File: src/rtl/bst_pkg.sv
package bst_pkg;

   localparam int unsigned INSN_W    = 32;
   localparam int unsigned RIDX_W    = 5;
   localparam logic [RIDX_W-1:0] ZERO_RIDX = 5'd31;

   // fixed opcode bits 31:21 and 11:10
   localparam logic [10:0] OPC_HI = 11'b001_1100_0001;
   localparam logic [1:0]  OPC_LO = 2'b10;

   typedef enum logic [1:0] {
      EXT_ZERO32 = 2'd0,
      EXT_SIGN32 = 2'd1,
      EXT_WHOLE  = 2'd2
   } bst_ext_e;

   typedef struct packed {
      logic                hit;
      logic                undef;
      bst_ext_e            ext;
      logic [RIDX_W-1:0]   rm;
      logic [RIDX_W-1:0]   rn;
      logic [RIDX_W-1:0]   rt;
   } bst_dec_t;

endpackage

File: src/rtl/bst_decode.sv
module bst_decode
   import bst_pkg::*;
(
   input  logic [INSN_W-1:0] insn_i,
   output bst_dec_t          dec_o
);

   logic [2:0] opt;
   logic       unused_scale;

   assign opt          = insn_i[15:13];
   assign unused_scale = insn_i[12];

   always_comb begin
      dec_o.hit   = (insn_i[31:21] == OPC_HI) && (insn_i[11:10] == OPC_LO);
      dec_o.undef = dec_o.hit && !opt[1];
      if (opt[0])
         dec_o.ext = EXT_WHOLE;
      else if (opt[2])
         dec_o.ext = EXT_SIGN32;
      else
         dec_o.ext = EXT_ZERO32;
      dec_o.rm = insn_i[20:16];
      dec_o.rn = insn_i[9:5];
      dec_o.rt = insn_i[4:0];
   end

endmodule

File: src/rtl/bst_index_ext.sv
module bst_index_ext
   import bst_pkg::*;
#(
   parameter int unsigned XLEN     = 64,
   parameter int unsigned NARROW_W = 32
) (
   input  logic [XLEN-1:0] raw_i,
   input  bst_ext_e        kind_i,
   output logic [XLEN-1:0] offset_o
);

   if (NARROW_W > XLEN || NARROW_W == 0) begin : g_bad_narrow
      $error("bst_index_ext: NARROW_W must be 1..XLEN");
   end

   if (XLEN > NARROW_W) begin : g_extend
      localparam int unsigned PAD_W = XLEN - NARROW_W;
      logic [NARROW_W-1:0] low;
      assign low = raw_i[NARROW_W-1:0];
      always_comb begin
         case (kind_i)
            EXT_ZERO32: offset_o = {{PAD_W{1'b0}}, low};
            EXT_SIGN32: offset_o = {{PAD_W{low[NARROW_W-1]}}, low};
            default:    offset_o = raw_i;
         endcase
      end
   end else begin : g_same
      bst_ext_e unused_kind;
      assign unused_kind = kind_i;
      assign offset_o    = raw_i;
   end

endmodule

File: src/rtl/bst_lane_steer.sv
module bst_lane_steer #(
   parameter int unsigned BUS_BYTES = 8,
   localparam int unsigned LANE_W   = $clog2(BUS_BYTES),
   localparam int unsigned BUS_W    = 8 * BUS_BYTES
) (
   input  logic [LANE_W-1:0]    lane_sel_i,
   input  logic [7:0]           byte_i,
   output logic [BUS_BYTES-1:0] lane_en_o,
   output logic [BUS_W-1:0]     wdata_o
);

   for (genvar k = 0; k < BUS_BYTES; k++) begin : g_lane
      assign lane_en_o[k]       = (lane_sel_i == LANE_W'(k));
      assign wdata_o[8*k +: 8]  = lane_en_o[k] ? byte_i : 8'h00;
   end

endmodule

File: src/rtl/bst_store_unit.sv
module bst_store_unit
   import bst_pkg::*;
#(
   parameter int unsigned XLEN          = 64,
   parameter int unsigned NARROW_W      = 32,
   parameter int unsigned BUS_BYTES     = 8,
   parameter int unsigned SP_ALIGN_LOG2 = 4,
   parameter int unsigned EL_W          = 2
) (
   input  logic                   clk,
   input  logic                   rst_n,
   input  logic                   insn_valid,
   input  logic [INSN_W-1:0]      insn_word,
   input  logic [XLEN-1:0]        base_rdata,
   input  logic [XLEN-1:0]        index_rdata,
   input  logic [XLEN-1:0]        xfer_rdata,
   input  logic [XLEN-1:0]        sp_value,
   input  logic                   sp_chk_en,
   input  logic [EL_W-1:0]        cur_el,
   output logic                   st_req,
   output logic [XLEN-1:0]        st_addr,
   output logic [8*BUS_BYTES-1:0] st_wdata,
   output logic [BUS_BYTES-1:0]   st_lane_en,
   output logic                   st_priv,
   output logic                   undef_flag,
   output logic                   align_fault
);

   localparam int unsigned LANE_W = $clog2(BUS_BYTES);
   localparam int unsigned BUS_W  = 8 * BUS_BYTES;

   if (BUS_BYTES < 2 || (BUS_BYTES & (BUS_BYTES - 1)) != 0) begin : g_bad_bus
      $error("bst_store_unit: BUS_BYTES must be a power of two >= 2");
   end
   if (XLEN < 8 || LANE_W > XLEN) begin : g_bad_xlen
      $error("bst_store_unit: XLEN too small");
   end
   if (SP_ALIGN_LOG2 >= XLEN) begin : g_bad_align
      $error("bst_store_unit: SP_ALIGN_LOG2 must be below XLEN");
   end
   if (EL_W == 0) begin : g_bad_el
      $error("bst_store_unit: EL_W must be nonzero");
   end

   bst_dec_t            dec;
   logic [XLEN-1:0]     index_val;
   logic [XLEN-1:0]     offset;
   logic [XLEN-1:0]     base_val;
   logic [XLEN-1:0]     addr_nx;
   logic [7:0]          byte_val;
   logic [BUS_BYTES-1:0] lane_nx;
   logic [BUS_W-1:0]    wdata_nx;
   logic                use_sp;
   logic                sp_misaligned;
   logic                undef_nx;
   logic                fault_nx;
   logic                issue_nx;
   logic                priv_nx;
   logic [XLEN-9:0]     unused_xfer_hi;

   assign unused_xfer_hi = xfer_rdata[XLEN-1:8];

   bst_decode u_decode (
      .insn_i (insn_word),
      .dec_o  (dec)
   );

   // register 31 reads as zero for index and data, as stack pointer for base
   assign index_val = (dec.rm == ZERO_RIDX) ? '0 : index_rdata;
   assign byte_val  = (dec.rt == ZERO_RIDX) ? 8'h00 : xfer_rdata[7:0];
   assign use_sp    = (dec.rn == ZERO_RIDX);
   assign base_val  = use_sp ? sp_value : base_rdata;

   bst_index_ext #(
      .XLEN     (XLEN),
      .NARROW_W (NARROW_W)
   ) u_index_ext (
      .raw_i    (index_val),
      .kind_i   (dec.ext),
      .offset_o (offset)
   );

   assign addr_nx = base_val + offset;

   bst_lane_steer #(
      .BUS_BYTES (BUS_BYTES)
   ) u_lane_steer (
      .lane_sel_i (addr_nx[LANE_W-1:0]),
      .byte_i     (byte_val),
      .lane_en_o  (lane_nx),
      .wdata_o    (wdata_nx)
   );

   if (SP_ALIGN_LOG2 == 0) begin : g_no_align
      assign sp_misaligned = 1'b0;
   end else begin : g_align
      assign sp_misaligned = |sp_value[SP_ALIGN_LOG2-1:0];
   end

   assign undef_nx = insn_valid && dec.hit && dec.undef;
   assign fault_nx = insn_valid && dec.hit && !dec.undef
                     && use_sp && sp_chk_en && sp_misaligned;
   assign issue_nx = insn_valid && dec.hit && !dec.undef && !fault_nx;
   assign priv_nx  = (cur_el != '0);

   always_ff @(posedge clk or negedge rst_n) begin
      if (!rst_n) begin
         st_req      <= 1'b0;
         undef_flag  <= 1'b0;
         align_fault <= 1'b0;
      end else begin
         st_req      <= issue_nx;
         undef_flag  <= undef_nx;
         align_fault <= fault_nx;
      end
   end

   always_ff @(posedge clk or negedge rst_n) begin
      if (!rst_n) begin
         st_addr    <= '0;
         st_wdata   <= '0;
         st_lane_en <= '0;
         st_priv    <= 1'b0;
      end else if (issue_nx) begin
         st_addr    <= addr_nx;
         st_wdata   <= wdata_nx;
         st_lane_en <= lane_nx;
         st_priv    <= priv_nx;
      end
   end

endmodule

File: config.mk
export PLATFORM = sky130hd
export DESIGN_NAME = bst_store_unit
export DESIGN_NICKNAME = d
export VERILOG_FILES = /design/src/rtl/bst_pkg.sv /design/src/rtl/bst_decode.sv /design/src/rtl/bst_index_ext.sv /design/src/rtl/bst_lane_steer.sv /design/src/rtl/bst_store_unit.sv
export SDC_FILE = /design/constraint.sdc
export NUM_CORES = 1
export LEC_CHECK = 0
export BUFFER_PORTS_ARGS = -buffer_cell sky130_fd_sc_hd__buf_2
export CAP_MARGIN = 20
export CORE_ASPECT_RATIO = 0.8
export CORE_UTILIZATION = 46
export DETAILED_ROUTE_END_ITERATION = 16
export PLACE_DENSITY_LB_ADDON = 0.08
export RECOVER_POWER = 50
export SLEW_MARGIN = 20
export SYNTH_ARGS = -nofsm -noshare
export SYNTH_HDL_FRONTEND = slang
export SYNTH_HIERARCHICAL = 1
export SYNTH_SLANG_ARGS = --single-unit
File: constraint.sdc
create_clock -name clk -period 0.8 [get_ports clk]
set_input_delay 0.12 -clock clk [delete_from_list [all_inputs] [get_ports clk]]
set_output_delay 0.12 -clock clk [all_outputs]
set_load 0.01 [all_outputs]
==> run summary <==
Combinational share of power: 42.7%
Final setup fails: 280
Via density: 5.405
Setup_tns: -279,050 ps
Worst hold-check path type: in -> reg
R2R Path Start: st_addr[46]
Drt drc: 0
Antenna Nets Post-Route: 0
Slowest stage delay, CP: 460 ps
Main synth FF type: dfrtp_1
Net switching power: 0.009493 W
Clock sinks: 140
DR WL/cell: 17.90 µm
Number of DRC markers in iteration 0: 1,087
Hold WS: 10.59 ps
Top Ports: 434
Part of the Yosys area used for sequential elements: 29.41%
Flops & latches, synth: 140
Tmin final: 3204 ps
Clk Latency, worst-skew pair: 430 ps
Final hold viol count: 0
Most used cell, CP: buf_4
Synth cell types: 75
Row Count: 52
Worst Clk Skew: 0 ps
Starting Density: 46.95%
Hold_sp: sp_chk_en
Slowest-stage cell, CP: or4_4
Asr flop ratio synth: 100.0%
Worst r2r dst: st_addr[46]
CP Launch Type: input port
Worst Max-Slew Pin Slew: 460.4 ps
Clock power frac: 30.9%
Full die area: 0.02655 mm²
Final GP Congestion: 1.028
Post-Synthesis Cells: 1,473
Post-Syn Area: 0.01191 mm²
VDD IR max: 1456 µV
Worst path bufs/invs: 5
DP HPWL: 30,730 µm
CTS tree: built
Syn_nets: 1,837
Post-synth EDFFs: 0
Max Cap Viol: 0
Root buffer cell: clkbuf_16
Grt total ovfl: 0
Detailed Route WL: 43,200 µm
Vias in the first global route: 12,901
Core Box Area: 0.02537 mm²
Area Growth Syn to Fin: 57.76%
WHS Path Cells: 4
Place WS: -2939 ps
Buffers added on ports: 376
Critical path fanouts, max: 9
Drt pass-1 iters: 5
Vias: 13,043
Failing checks: setup timing
Worst reg-to-reg path cell count: 2
Peak Freq: 312.1 MHz
CTS max path bufs: 2
Sequential Power Share: 26.4%
Hold Crit Endpoint: align_fault
Result of the run: finished, violations left
Leakage power: 9.892 nW
Ys Warns: 6
Htree depth: 4
Syn Area/Cell: 8.087 µm²
Crit path arrival time: 3520 ps
Chip width: 181.9 µm
Worst-path clk slew: 70 ps
Internal power: 0.01734 W
Crit path kind: in -> reg
Worst slew margin: 69.31%
Initial antenna violation count: 3
Pin count of the biggest net entering global routing: 65
R2r setup slk: 10 ps
Number of placed instances, taps included: 2,316
Crit-path cells: buf_6, and3_4, nand3_4, buf_4, buf_12, mux2_4, ha_4, a21oi_4, a21oi_4, buf_4, o2111ai_2, a2111oi_4, buf_4, or4_4, a31oi_4, nor2_4, a21oi_2, xor2_1, o21ai_1
Part of the cycle the worst path needs: 400.5%
Height of the die: 145.9 µm
Power Density: 1428 mW/mm²
Final Net Count: 2,438
Crit path capture type: register
Number of CTS-inserted buffers: 17
Req. time, crit path: 1110 ps
RSZ-0062 raised after global routing: true
Share of layout cells above drive strength 1: 50.36%
Max-slew violation count: 0
Fraction of power spent switching nets: 35.38%
CP top delay family: compound AO/OA/AOI/OAI gates
Setup WS post-layout: -2404 ps
Finished Layout Cells: 2,413
First-pass GRT wire length: 67,510 µm
Total GRT Usage: 31.86%
==> cell families after synthesis <==
kind of cell	Yosys count	share of synthesized area, %
and+or+nand+nor	688	29.92
AOI/OAI and AO/OA	279	14.58
buffers and inverters	171	8.077
DFF	140	29.41
adders and majority gates	70	7.415
muxes	68	6.407
xor gates and xnor gates	57	4.191
==> power by group through the flow <==
| stage | Sequential (W) | Combinational, W | Clock [W] |
|---|---|---|---|
| 4_1_cts | 0.00709 | 0.0104 | 0.00833 |
| 5_1_grt | 0.00709 | 0.0122 | 0.00867 |
| 2_1_floorplan | 0.00724 | 0.00500 | 0 |
| 3_5_place_dp | 0.00723 | 0.00854 | 0 |
| 3_3_place_gp | 0.00723 | 0.00845 | 0 |
| 6_report | 0.00709 | 0.0115 | 0.00829 |
==> flip-flops by register name (all words and copies together) (netlist names) <==
| register | count |
|---|---|
| st_req | 1 |
| undef_flag | 1 |
| st_addr | 64 |
| st_priv | 1 |
| align_fault | 1 |
| st_lane_en | 8 |
| st_wdata | 64 |
==> cells in the mapped netlist (4+ instances only) <==
cell type	count	share of area, %
and4bb_2	16	1.7
a31oi_1	8	0.42
o21ai_1	14	0.59
dfrtp_1	140	29
nor4b_2	8	1.0
o31ai_1	5	0.32
clkbuf_1	57	1.8
buf_4	52	3.3
nor3b_1	5	0.32
a21oi_1	82	3.4
nor4bb_1	6	0.50
nand2_1	404	13
ha_1	69	7.2
and3_1	10	0.53
and2_1	75	3.9
xnor2_1	31	2.3
nor2_1	40	1.3
or3_1	6	0.32
nor2b_1	4	0.21
buf_6	12	1.1
inv_1	21	0.66
nand3_1	14	0.59
nor3_1	8	0.34
and4_1	9	0.66
o21ai_0	84	3.5
mux2_2	66	6.2
and4b_1	24	2.0
a21o_1	35	2.2
a211oi_1	5	0.32
xor2_1	26	1.9
buf_2	24	1.0
clkbuf_2	4	0.17
o21bai_1	9	0.57
o211ai_1	5	0.32
nand2b_1	4	0.21
nand4_1	29	1.5
or4_1	4	0.25
nor4_1	6	0.32
==> how the worst max path moves through the flow <==
stage / slack [ps] / cells past startpoint / startpoint / endpoint
finish: -2400 / 19 / insn_word[7] / st_addr[57]
global placement: -2870 / 17 / insn_word[5] / st_addr[61]
floorplan: -2600 / 17 / insn_word[5] / st_addr[51]
global route: -2520 / 19 / insn_word[7] / st_addr[61]
detailed placement: -2940 / 18 / insn_word[5] / st_addr[51]
CTS: -2420 / 17 / insn_word[5] / st_addr[47]
==> cell usage in the layout, fill, tap and decap left out, drive strengths merged, types with 10 or more instances in the layout <==
cell    count
a21o       35
a21oi      82
and2       75
and3       10
and4b      24
and4bb     16
buf       726
clkbuf     19
dfrtp     140
ha         69
inv        27
mux2       66
nand2     404
nand3      15
nand4      29
nor2       41
o21ai      98
xnor2      31
xor2       26
==> stage by stage <==
stage	utilization, %	area [µm²]	total power [W]
floorplan	-	12300	0.01223
global placement	63.26	16050	0.01568
detailed placement	63.26	16050	0.01577
CTS	71.43	18120	0.02582
global route	74.06	18790	0.02799
finish	74.06	18790	0.02683
==> per-layer routing <==
metal | global-route usage, % | routed length [µm] | vias up
met2 | 51.10 | 20140 | 557
met4 | 11.26 | 1413 | 2
met3 | 5.355 | 2611 | 89
met1 | 43.36 | 19010 | 6124
li1 | - | - | 6271
met5 | 0 | 13 | -
==> worst min-delay path: stages <==
cell     delay [ps]
buf_2            90
o41ai_1          50
buf_4           100
nor4_1           40
==> area by class of cell <==
cell class	count	area [µm²]
antenna	2	5.005
inverter	21	83.83
clock inverter	15	196.4
clock buffer	17	425.4
fill	1905	6581
tap	324	405.4
multi-input combinational	1162	8955
timing repair buffer	732	5219
sequential	140	3503
==> timing repair <==
item / 4_1_cts / 5_1_grt
pin swaps: 82 / 61
endpoints found under the setup margin: 280 / 280
hold buffers: 4 / 0
gates cloned: 9 / 0
gates resized for setup: 186 / 126
hold endpoints to repair: 143 / 0
setup buffers: 38 / 17
No activity file was read; power rests on OpenSTA's default activity.
